===== config.mk =====
export PLATFORM = sky130hd
export DESIGN_NAME = lcd_pix_unpack
export DESIGN_NICKNAME = d
export VERILOG_FILES = /design/src/rtl/lcd_unpack_pkg.sv /design/src/rtl/lcd_fmt_resolve.sv /design/src/rtl/lcd_pix_select.sv /design/src/rtl/lcd_color_expand.sv /design/src/rtl/lcd_line_size.sv /design/src/rtl/lcd_pix_unpack.sv
export SDC_FILE = /design/constraint.sdc
export NUM_CORES = 1
export LEC_CHECK = 0
export BUFFER_PORTS_ARGS = -buffer_cell sky130_fd_sc_hd__buf_2
export CAP_MARGIN = 0
export CORE_MARGIN = 2
export CORE_UTILIZATION = 55
export CTS_BUF_LIST = sky130_fd_sc_hd__clkbuf_8
export DETAILED_ROUTE_END_ITERATION = 10
export PLACE_DENSITY = 0.85
export SYNTH_ARGS = -nofsm -noshare
export SYNTH_HDL_FRONTEND = slang
export SYNTH_HIERARCHICAL = 1
export SYNTH_SLANG_ARGS = --single-unit

===== constraint.sdc =====
create_clock -name clk -period 5.2 [get_ports clk]
set_clock_uncertainty 0.1 [all_clocks]
set_input_delay 0.52 -clock clk [delete_from_list [all_inputs] [get_ports clk]]
set_output_delay 0.52 -clock clk [all_outputs]
set_load 0.01 [all_outputs]

===== src/rtl/lcd_unpack_pkg.sv =====
// Shared types and helpers for the framebuffer pixel unpacker.
// Assumes 32-bit framebuffer words and at most 32 pixels per word.
package lcd_unpack_pkg;

    localparam int WORD_W = 32;
    localparam int CNT_W  = 5;

    typedef enum logic [2:0] {
        FMT_1B  = 3'd0,
        FMT_2B  = 3'd1,
        FMT_4B  = 3'd2,
        FMT_8B  = 3'd3,
        FMT_16B = 3'd4,
        FMT_32B = 3'd5,
        FMT_565 = 3'd6,
        FMT_444 = 3'd7
    } fmt_e;

    typedef enum logic [1:0] {
        LAY_5551 = 2'd0,
        LAY_565  = 2'd1,
        LAY_444  = 2'd2,
        LAY_888  = 2'd3
    } layout_e;

    typedef struct packed {
        fmt_e    fmt;
        logic    be_byte;
        logic    be_pix;
        logic    swap_rb;
        layout_e layout;
    } cfg_t;

    // log2 of bits per pixel for a format code
    function automatic logic [2:0] fmt_log2(input fmt_e f);
        case (f)
            FMT_1B:  return 3'd0;
            FMT_2B:  return 3'd1;
            FMT_4B:  return 3'd2;
            FMT_8B:  return 3'd3;
            FMT_32B: return 3'd5;
            default: return 3'd4;
        endcase
    endfunction

endpackage


===== src/rtl/lcd_fmt_resolve.sv =====
// Resolves the colour layout and red/blue exchange from the format code,
// the BGR control and the external 16-bit mux input.
// NEWER=0 builds the base variant (mux decides code 4), NEWER=1 the newer one.
module lcd_fmt_resolve
    import lcd_unpack_pkg::*;
#(
    parameter bit NEWER = 1'b0
) (
    input  fmt_e       fmt,
    input  logic       bgr,
    input  logic [1:0] mux_sel,
    output layout_e    layout,
    output logic       swap_rb
);

    layout_e lay16;
    logic    force_swap;

    generate
        if (NEWER) begin : g_newer
            // newer variant: code 4 is always 5551, mux unused
            assign lay16      = LAY_5551;
            assign force_swap = 1'b0;
            logic unused_mux;
            assign unused_mux = ^mux_sel;
        end else begin : g_base
            // base variant: external mux picks the 16-bit reading
            always_comb begin
                lay16      = (mux_sel == 2'd1) ? LAY_5551 : LAY_565;
                force_swap = (mux_sel == 2'd3);
            end
        end
    endgenerate

    // map format code to decoder layout and swap control
    always_comb begin
        case (fmt)
            FMT_16B: layout = lay16;
            FMT_565: layout = LAY_565;
            FMT_444: layout = LAY_444;
            default: layout = LAY_888;
        endcase
        swap_rb = bgr || ((fmt == FMT_16B) && force_swap);
    end

endmodule


===== src/rtl/lcd_pix_select.sv =====
// Picks the bit field of one pixel out of a held word, applying byte
// reversal and sub-byte pixel reversal. Output is the field shifted to bit 0.
// Assumes idx is below the pixel count of the format.
module lcd_pix_select
    import lcd_unpack_pkg::*;
#(
    parameter int FIELD_W = 24
) (
    input  logic [WORD_W-1:0] word,
    input  fmt_e              fmt,
    input  logic              be_byte,
    input  logic              be_pix,
    input  logic [CNT_W-1:0]  idx,
    output logic [FIELD_W-1:0] field
);

    logic [2:0]        lb;
    logic [WORD_W-1:0] sw;
    logic [10:0]       off_wide;
    logic [3:0]        bpp4;
    logic [2:0]        flip;
    logic [4:0]        off;

    // reorder bytes, then locate the pixel's bit offset
    always_comb begin
        lb       = fmt_log2(fmt);
        sw       = be_byte ? {word[7:0], word[15:8], word[23:16], word[31:24]} : word;
        off_wide = {6'd0, idx} << lb;
        bpp4     = 4'd1 << lb;
        flip     = (be_pix && !be_byte && (lb < 3'd3)) ? 3'(4'd8 - bpp4) : 3'd0;
        off      = off_wide[4:0] ^ {2'b00, flip};
        field    = FIELD_W'(sw >> off);
    end

endmodule


===== src/rtl/lcd_color_expand.sv =====
// Turns a raw pixel field into either a palette index or a 24-bit RGB
// value with channels widened by top-bit replication.
module lcd_color_expand
    import lcd_unpack_pkg::*;
(
    input  logic [23:0] field,
    input  fmt_e        fmt,
    input  layout_e     layout,
    input  logic        swap_rb,
    output logic        is_index,
    output logic [7:0]  index,
    output logic [23:0] rgb
);

    logic [2:0] lb;
    logic [8:0] mask9;
    logic [7:0] r8, g8, b8;

    // decode the field by format and layout
    always_comb begin
        lb       = fmt_log2(fmt);
        mask9    = (9'd1 << (4'd1 << lb)) - 9'd1;
        is_index = (lb <= 3'd3);
        index    = 8'd0;
        r8       = 8'd0;
        g8       = 8'd0;
        b8       = 8'd0;
        if (is_index) begin
            index = field[7:0] & mask9[7:0];
        end else begin
            case (layout)
                LAY_5551: begin
                    r8 = {field[4:0],   field[4:2]};
                    g8 = {field[9:5],   field[9:7]};
                    b8 = {field[14:10], field[14:12]};
                end
                LAY_565: begin
                    r8 = {field[4:0],   field[4:2]};
                    g8 = {field[10:5],  field[10:9]};
                    b8 = {field[15:11], field[15:13]};
                end
                LAY_444: begin
                    r8 = {field[3:0],  field[3:0]};
                    g8 = {field[7:4],  field[7:4]};
                    b8 = {field[11:8], field[11:8]};
                end
                default: begin
                    r8 = field[7:0];
                    g8 = field[15:8];
                    b8 = field[23:16];
                end
            endcase
        end
        rgb = is_index ? 24'd0 : (swap_rb ? {b8, g8, r8} : {r8, g8, b8});
    end

endmodule


===== src/rtl/lcd_line_size.sv =====
// Bytes one display line occupies for the live format code and column count.
module lcd_line_size
    import lcd_unpack_pkg::*;
#(
    parameter int COLS_W = 12
) (
    input  fmt_e              fmt,
    input  logic [COLS_W-1:0] cols,
    output logic [COLS_W+1:0] line_bytes
);

    logic [COLS_W+1:0] ext;

    // scale column count by bytes per pixel
    always_comb begin
        ext = {2'b00, cols};
        case (fmt)
            FMT_1B:  line_bytes = ext >> 3;
            FMT_2B:  line_bytes = ext >> 2;
            FMT_4B:  line_bytes = ext >> 1;
            FMT_8B:  line_bytes = ext;
            FMT_32B: line_bytes = ext << 2;
            default: line_bytes = ext << 1;
        endcase
    end

endmodule


===== src/rtl/lcd_pix_unpack.sv =====
// Streaming framebuffer unpacker: holds one 32-bit word with the format
// controls captured on acceptance and emits its pixels one per handshake.
// Assumes a consumer that may stall at any cycle; no word is taken while
// one is held.
module lcd_pix_unpack
    import lcd_unpack_pkg::*;
#(
    parameter int COLS_W = 12,
    parameter bit NEWER  = 1'b0
) (
    input  logic              clk,
    input  logic              rst_n,
    input  logic [2:0]        fmt_code,
    input  logic              be_byte,
    input  logic              be_pix,
    input  logic              bgr,
    input  logic [1:0]        mux_sel,
    input  logic [COLS_W-1:0] cols,
    output logic [COLS_W+1:0] line_bytes,
    input  logic [31:0]       in_word,
    input  logic              in_valid,
    output logic              in_ready,
    output logic              px_valid,
    input  logic              px_ready,
    output logic              px_is_index,
    output logic [7:0]        px_index,
    output logic [23:0]       px_rgb
);

    localparam int FIELD_W = 24;

    fmt_e              fmt_live;
    layout_e           lay_live;
    logic              swap_live;
    cfg_t              cfg_q;
    logic [WORD_W-1:0] word_q;
    logic [CNT_W-1:0]  cnt_q;
    logic              busy_q;
    logic [CNT_W-1:0]  last_cnt;
    logic [FIELD_W-1:0] field;
    logic              dec_idx;
    logic [7:0]        dec_index;
    logic [23:0]       dec_rgb;

    assign fmt_live = fmt_e'(fmt_code);

    lcd_fmt_resolve #(.NEWER(NEWER)) u_resolve (
        .fmt     (fmt_live),
        .bgr     (bgr),
        .mux_sel (mux_sel),
        .layout  (lay_live),
        .swap_rb (swap_live)
    );

    lcd_line_size #(.COLS_W(COLS_W)) u_line (
        .fmt        (fmt_live),
        .cols       (cols),
        .line_bytes (line_bytes)
    );

    // last pixel index of the held word
    assign last_cnt = CNT_W'(5'd31 >> fmt_log2(cfg_q.fmt));

    // word capture and pixel sequencing
    always_ff @(posedge clk) begin
        if (!rst_n) begin
            busy_q <= 1'b0;
            cnt_q  <= '0;
            word_q <= '0;
            cfg_q  <= '0;
        end else if (!busy_q) begin
            if (in_valid) begin
                busy_q        <= 1'b1;
                cnt_q         <= '0;
                word_q        <= in_word;
                cfg_q.fmt     <= fmt_live;
                cfg_q.be_byte <= be_byte;
                cfg_q.be_pix  <= be_pix;
                cfg_q.swap_rb <= swap_live;
                cfg_q.layout  <= lay_live;
            end
        end else if (px_ready) begin
            if (cnt_q == last_cnt) begin
                busy_q <= 1'b0;
            end else begin
                cnt_q <= cnt_q + 1'b1;
            end
        end
    end

    lcd_pix_select #(.FIELD_W(FIELD_W)) u_select (
        .word    (word_q),
        .fmt     (cfg_q.fmt),
        .be_byte (cfg_q.be_byte),
        .be_pix  (cfg_q.be_pix),
        .idx     (cnt_q),
        .field   (field)
    );

    lcd_color_expand u_expand (
        .field    (field),
        .fmt      (cfg_q.fmt),
        .layout   (cfg_q.layout),
        .swap_rb  (cfg_q.swap_rb),
        .is_index (dec_idx),
        .index    (dec_index),
        .rgb      (dec_rgb)
    );

    // output gating by the held-word flag
    always_comb begin
        in_ready    = !busy_q;
        px_valid    = busy_q;
        px_is_index = busy_q && dec_idx;
        px_index    = busy_q ? dec_index : 8'd0;
        px_rgb      = busy_q ? dec_rgb : 24'd0;
    end

endmodule


==> flow_results.xml <==
<?xml version="1.0" encoding="UTF-8"?>
<metrics>
  <group name="layout">
    <metric name="syn2layout_area_growth" unit="%">12.2</metric>
    <metric name="final_core_utilization" unit="">0.639</metric>
    <metric name="final_layout_size_suffix_gt1_frac" unit="">0.267</metric>
    <metric name="finish.net_count" unit="">981</metric>
    <metric name="antenna_cells_inserted" unit="">0</metric>
    <metric name="final_design_area_no_fill" unit="mm^2">0.00736</metric>
  </group>
  <group name="timing">
    <metric name="max_slew_margin" unit="">0.421</metric>
    <metric name="max_freq" unit="MHz">197</metric>
    <metric name="finalHoldViolCount" unit="">0</metric>
    <metric name="pin_slew_with_the_least_headroom_to_its_limit" unit="ns">0.867</metric>
    <metric name="setup_viol_count_final" unit="">0</metric>
    <metric name="drv_slew" unit="">0</metric>
    <metric name="post-route-min-period" unit="ns">5.09</metric>
    <metric name="final.period_utilization" unit="">0.978</metric>
  </group>
  <group name="hold_path">
    <metric name="hp-class" unit="">primary input to flip-flop</metric>
    <metric name="number_of_cells_on_the_worst_hold_path" unit="">3</metric>
  </group>
  <group name="synthesis">
    <metric name="synth.top_cell.area_share" unit="">0.140</metric>
    <metric name="mappedNetlistArea" unit="mm^2">0.00656</metric>
    <metric name="post-synth-top-count-cell" unit="">sky130_fd_sc_hd__nand2_1</metric>
    <metric name="proportion_of_synthesized_flip_flops_having_asynchronous_set_or_reset" unit="">0</metric>
    <metric name="yosys_reg_bits" unit="">46</metric>
    <metric name="synth_top_area_cell" unit="">sky130_fd_sc_hd__dfxtp_1</metric>
    <metric name="mappedNetlistNets" unit="">898</metric>
    <metric name="synth.yosys.seq_area_share" unit="">0.140</metric>
    <metric name="edff_count_synth" unit="">0</metric>
    <metric name="postSynthAreaPerCell" unit="um^2">7.82</metric>
    <metric name="top_ff_cell_synth" unit="">sky130_fd_sc_hd__dfxtp_1</metric>
    <metric name="most_frequent_cells_after_synthesis" unit="">sky130_fd_sc_hd__nand2_1 (144), sky130_fd_sc_hd__dfxtp_1 (46), sky130_fd_sc_hd__nor2_1 (41)</metric>
    <metric name="netlist_top_cells_area" unit="">sky130_fd_sc_hd__dfxtp_1 (14%), sky130_fd_sc_hd__mux4_2 (11%), sky130_fd_sc_hd__nand2_1 (8.2%)</metric>
    <metric name="synth.distinct_cells" unit="">89</metric>
    <metric name="postSynthCellCount" unit="">839</metric>
    <metric name="yosys_warnings" unit="">6</metric>
  </group>
  <group name="outcome">
    <metric name="violations" unit="">DRC</metric>
    <metric name="status" unit="">complete, but fails checks</metric>
  </group>
  <group name="floorplanning">
    <metric name="floorplan.die.width" unit="um">113</metric>
    <metric name="starting_density_of_the_core" unit="">0.570</metric>
    <metric name="floorplan.io_pins" unit="">105</metric>
    <metric name="floorplan_core_area" unit="mm^2">0.0115</metric>
    <metric name="floorplan.die_area" unit="mm^2">0.0128</metric>
    <metric name="fp-row-count" unit="">39</metric>
    <metric name="die-height" unit="um">113</metric>
  </group>
  <group name="clocking">
    <metric name="cts_hold_buf" unit="">0</metric>
    <metric name="tritoncts" unit="">done</metric>
    <metric name="level_count_of_the_clock_h_tree" unit="">2</metric>
    <metric name="cts.reportedPaths.clkPinSlew" unit="ns">0.09</metric>
    <metric name="clock_latency" unit="ns">0.32</metric>
    <metric name="cts_buffers" unit="">5</metric>
    <metric name="cts-root-to-sink-buffers" unit="">2</metric>
    <metric name="clockRootBuffer" unit="">sky130_fd_sc_hd__clkbuf_8</metric>
    <metric name="clock-sinks" unit="">46</metric>
  </group>
  <group name="worst_setup_path">
    <metric name="cp_num_buf_inv" unit="">3</metric>
    <metric name="endpoint_type_of_the_worst_setup_path" unit="">output pin</metric>
    <metric name="timing.critical_path.depth" unit="">16</metric>
    <metric name="path_cells" unit="">nor3_2 &gt; inv_2 &gt; ha_1 &gt; and3b_1 &gt; mux2i_4 &gt; o311ai_4 &gt; buf_4 &gt; or4_4 &gt; o31ai_2 &gt; nor4_1 &gt; a221o_1 &gt; mux4_1 &gt; nor2_1 &gt; a211oi_1 &gt; and2_1 &gt; buf_2</metric>
    <metric name="worstSetupPathType" unit="">flip-flop to output pin</metric>
    <metric name="critical_path.top_delay_family" unit="">simple AND/OR/NAND/NOR gates</metric>
    <metric name="r2r.worst_path.cells" unit="">6</metric>
    <metric name="worstPathArrival" unit="ns">4.47</metric>
    <metric name="required" unit="ns">4.58</metric>
    <metric name="worstPathMaxFanout" unit="">10</metric>
    <metric name="startpoint_type" unit="">flip-flop</metric>
    <metric name="cp_slowest_stage_delay" unit="ns">0.57</metric>
    <metric name="critPathSlowestCell" unit="">sky130_fd_sc_hd__mux4_1</metric>
  </group>
  <group name="route">
    <metric name="via_per_inst" unit="">6.48</metric>
    <metric name="vias_after_detailed_routing" unit="">6903</metric>
    <metric name="detail_route.drc_violations" unit="">6</metric>
    <metric name="antenna_violating_nets_remaining" unit="">0</metric>
    <metric name="detailedRoute.firstPassIterationCount" unit="">11</metric>
    <metric name="wl_cell" unit="um">17.5</metric>
    <metric name="routed_wl" unit="um">18700</metric>
    <metric name="drtIter0Drc" unit="">844</metric>
  </group>
  <group name="place">
    <metric name="final_weighted_congestion_in_routability_driven_placement" unit="">0.981</metric>
    <metric name="io_buffers" unit="">104</metric>
    <metric name="placed_cell_area" unit="mm^2">0.00711</metric>
    <metric name="dp_hpwl" unit="um">13600</metric>
  </group>
  <group name="global_route">
    <metric name="groute.usage.overall" unit="">0.278</metric>
    <metric name="overflow" unit="">0</metric>
    <metric name="grt_start_max_net_pins" unit="">54</metric>
    <metric name="number_of_antenna_violations_at_the_first_check_in_global_routing" unit="">0</metric>
    <metric name="grt_first_pass_wirelength" unit="um">29600</metric>
    <metric name="first_global_vias" unit="">5894</metric>
  </group>
  <group name="job">
    <metric name="maxCapViolCount" unit="">0</metric>
  </group>
  <group name="power">
    <metric name="pwr_density_cell" unit="mW/mm^2">179</metric>
    <metric name="ir_worst_vdd" unit="mV">0.165</metric>
    <metric name="leakagePower" unit="nW">2.90</metric>
  </group>
</metrics>
==> metal layers <==
metal / vias up / wire (um) / part of all wire / track usage
met2: 349 / 8450 / 0.45 / 0.427
met4: 0 / 610 / 0.033 / 0.0959
li1: 3287 / - / - / -
met3: 59 / 1470 / 0.079 / 0.0450
met5: - / 0 / 0 / 0
met1: 3208 / 8170 / 0.44 / 0.399
==> power by group <==
group	leakage (nW)	total, W	switching (W)	internal [W]
clock	0.0441	0.000225	0.000130	0.0000945
combinational	2.47	0.000689	0.000386	0.000303
sequential	0.378	0.000406	0.0000347	0.000371
total	2.90	0.00132	0.000551	0.000769
==> cell families after synthesis <==
family                     after synthesis  synth area share
AOI/OAI and AO/OA                      255             0.283
xor gates and xnor gates                 4           0.00820
adders and majority gates                3           0.00572
buffers and inverters                   89            0.0734
DFF                                     46             0.140
muxes                                   82             0.207
and+or+nand+nor                        360             0.282
==> through the flow <==
step	hold slack [ns]	cells	TNS (ns)	setup slack [ns]	power (W)
after detailed placement	0.387	1047	0	0.413	0.00106
after global routing	0.354	1066	-0.0592	-0.0355	0.00139
after floorplan	0.352	839	0	0.320	0.000881
final	0.338	1066	0	0.115	0.00132
after CTS	0.334	1055	0	0.0501	0.00129
after global placement	0.377	1047	0	0.463	0.00105
==> repair_timing <==
action	CTS	global route
setup buffers	0	10
endpoints found under the setup margin	0	17
gates resized for setup	0	13
==> worst reg2reg max path, cell delays in order, from the launching register on <==
cell and delay, ns:
sky130_fd_sc_hd__dfxtp_1 0.87, sky130_fd_sc_hd__inv_1 0.13, sky130_fd_sc_hd__nand2_1 0.09, sky130_fd_sc_hd__buf_4 0.39, sky130_fd_sc_hd__nand2_1 0.14, sky130_fd_sc_hd__or2_2 0.31, sky130_fd_sc_hd__mux2i_1 0.12
==> final timing paths <==
| check | from | to | slack [ns] |
|---|---|---|---|
| hold reg to reg | word_q[4]$_SDFFE_PN0P_ | word_q[4]$_SDFFE_PN0P_ | 0.40 |
| hold / removal | in_word[9] | word_q[9]$_SDFFE_PN0P_ | 0.34 |
| setup reg to reg | px_valid$_SDFF_PN0_ | cnt_q[2]$_SDFFE_PN0P_ | 2.98 |
| setup / recovery | cfg_q[6]$_SDFFE_PN0P_ | px_rgb[2] | 0.11 |
==> state kept, by name, indices dropped and copies added (netlist names) <==
signal and flops:
cnt_q 5, px_valid 1, word_q 32, cfg_q 8
==> placed cells by master (no fill, tap or decap), types with 30 or more instances in the layout <==
cell,instances
sky130_fd_sc_hd__a211oi_1,31
sky130_fd_sc_hd__a21oi_1,30
sky130_fd_sc_hd__buf_4,39
sky130_fd_sc_hd__a21boi_0,34
sky130_fd_sc_hd__o21ai_0,31
sky130_fd_sc_hd__nand2b_1,35
sky130_fd_sc_hd__mux4_2,32
sky130_fd_sc_hd__and2_1,39
sky130_fd_sc_hd__nand2_1,144
sky130_fd_sc_hd__buf_2,104
sky130_fd_sc_hd__dfxtp_1,43
sky130_fd_sc_hd__nor2_1,40
==> cell type report <==
cell class                 count  area [um^2]
clock buffer                   5         68.8
clock inverter                 3         21.3
fill                        1033         4160
inverter                      19         71.3
multi-input combinational    705         5240
sequential                    46          925
tap                          143          179
timing repair buffer         145          853
Power figures use the tool's default switching activity.
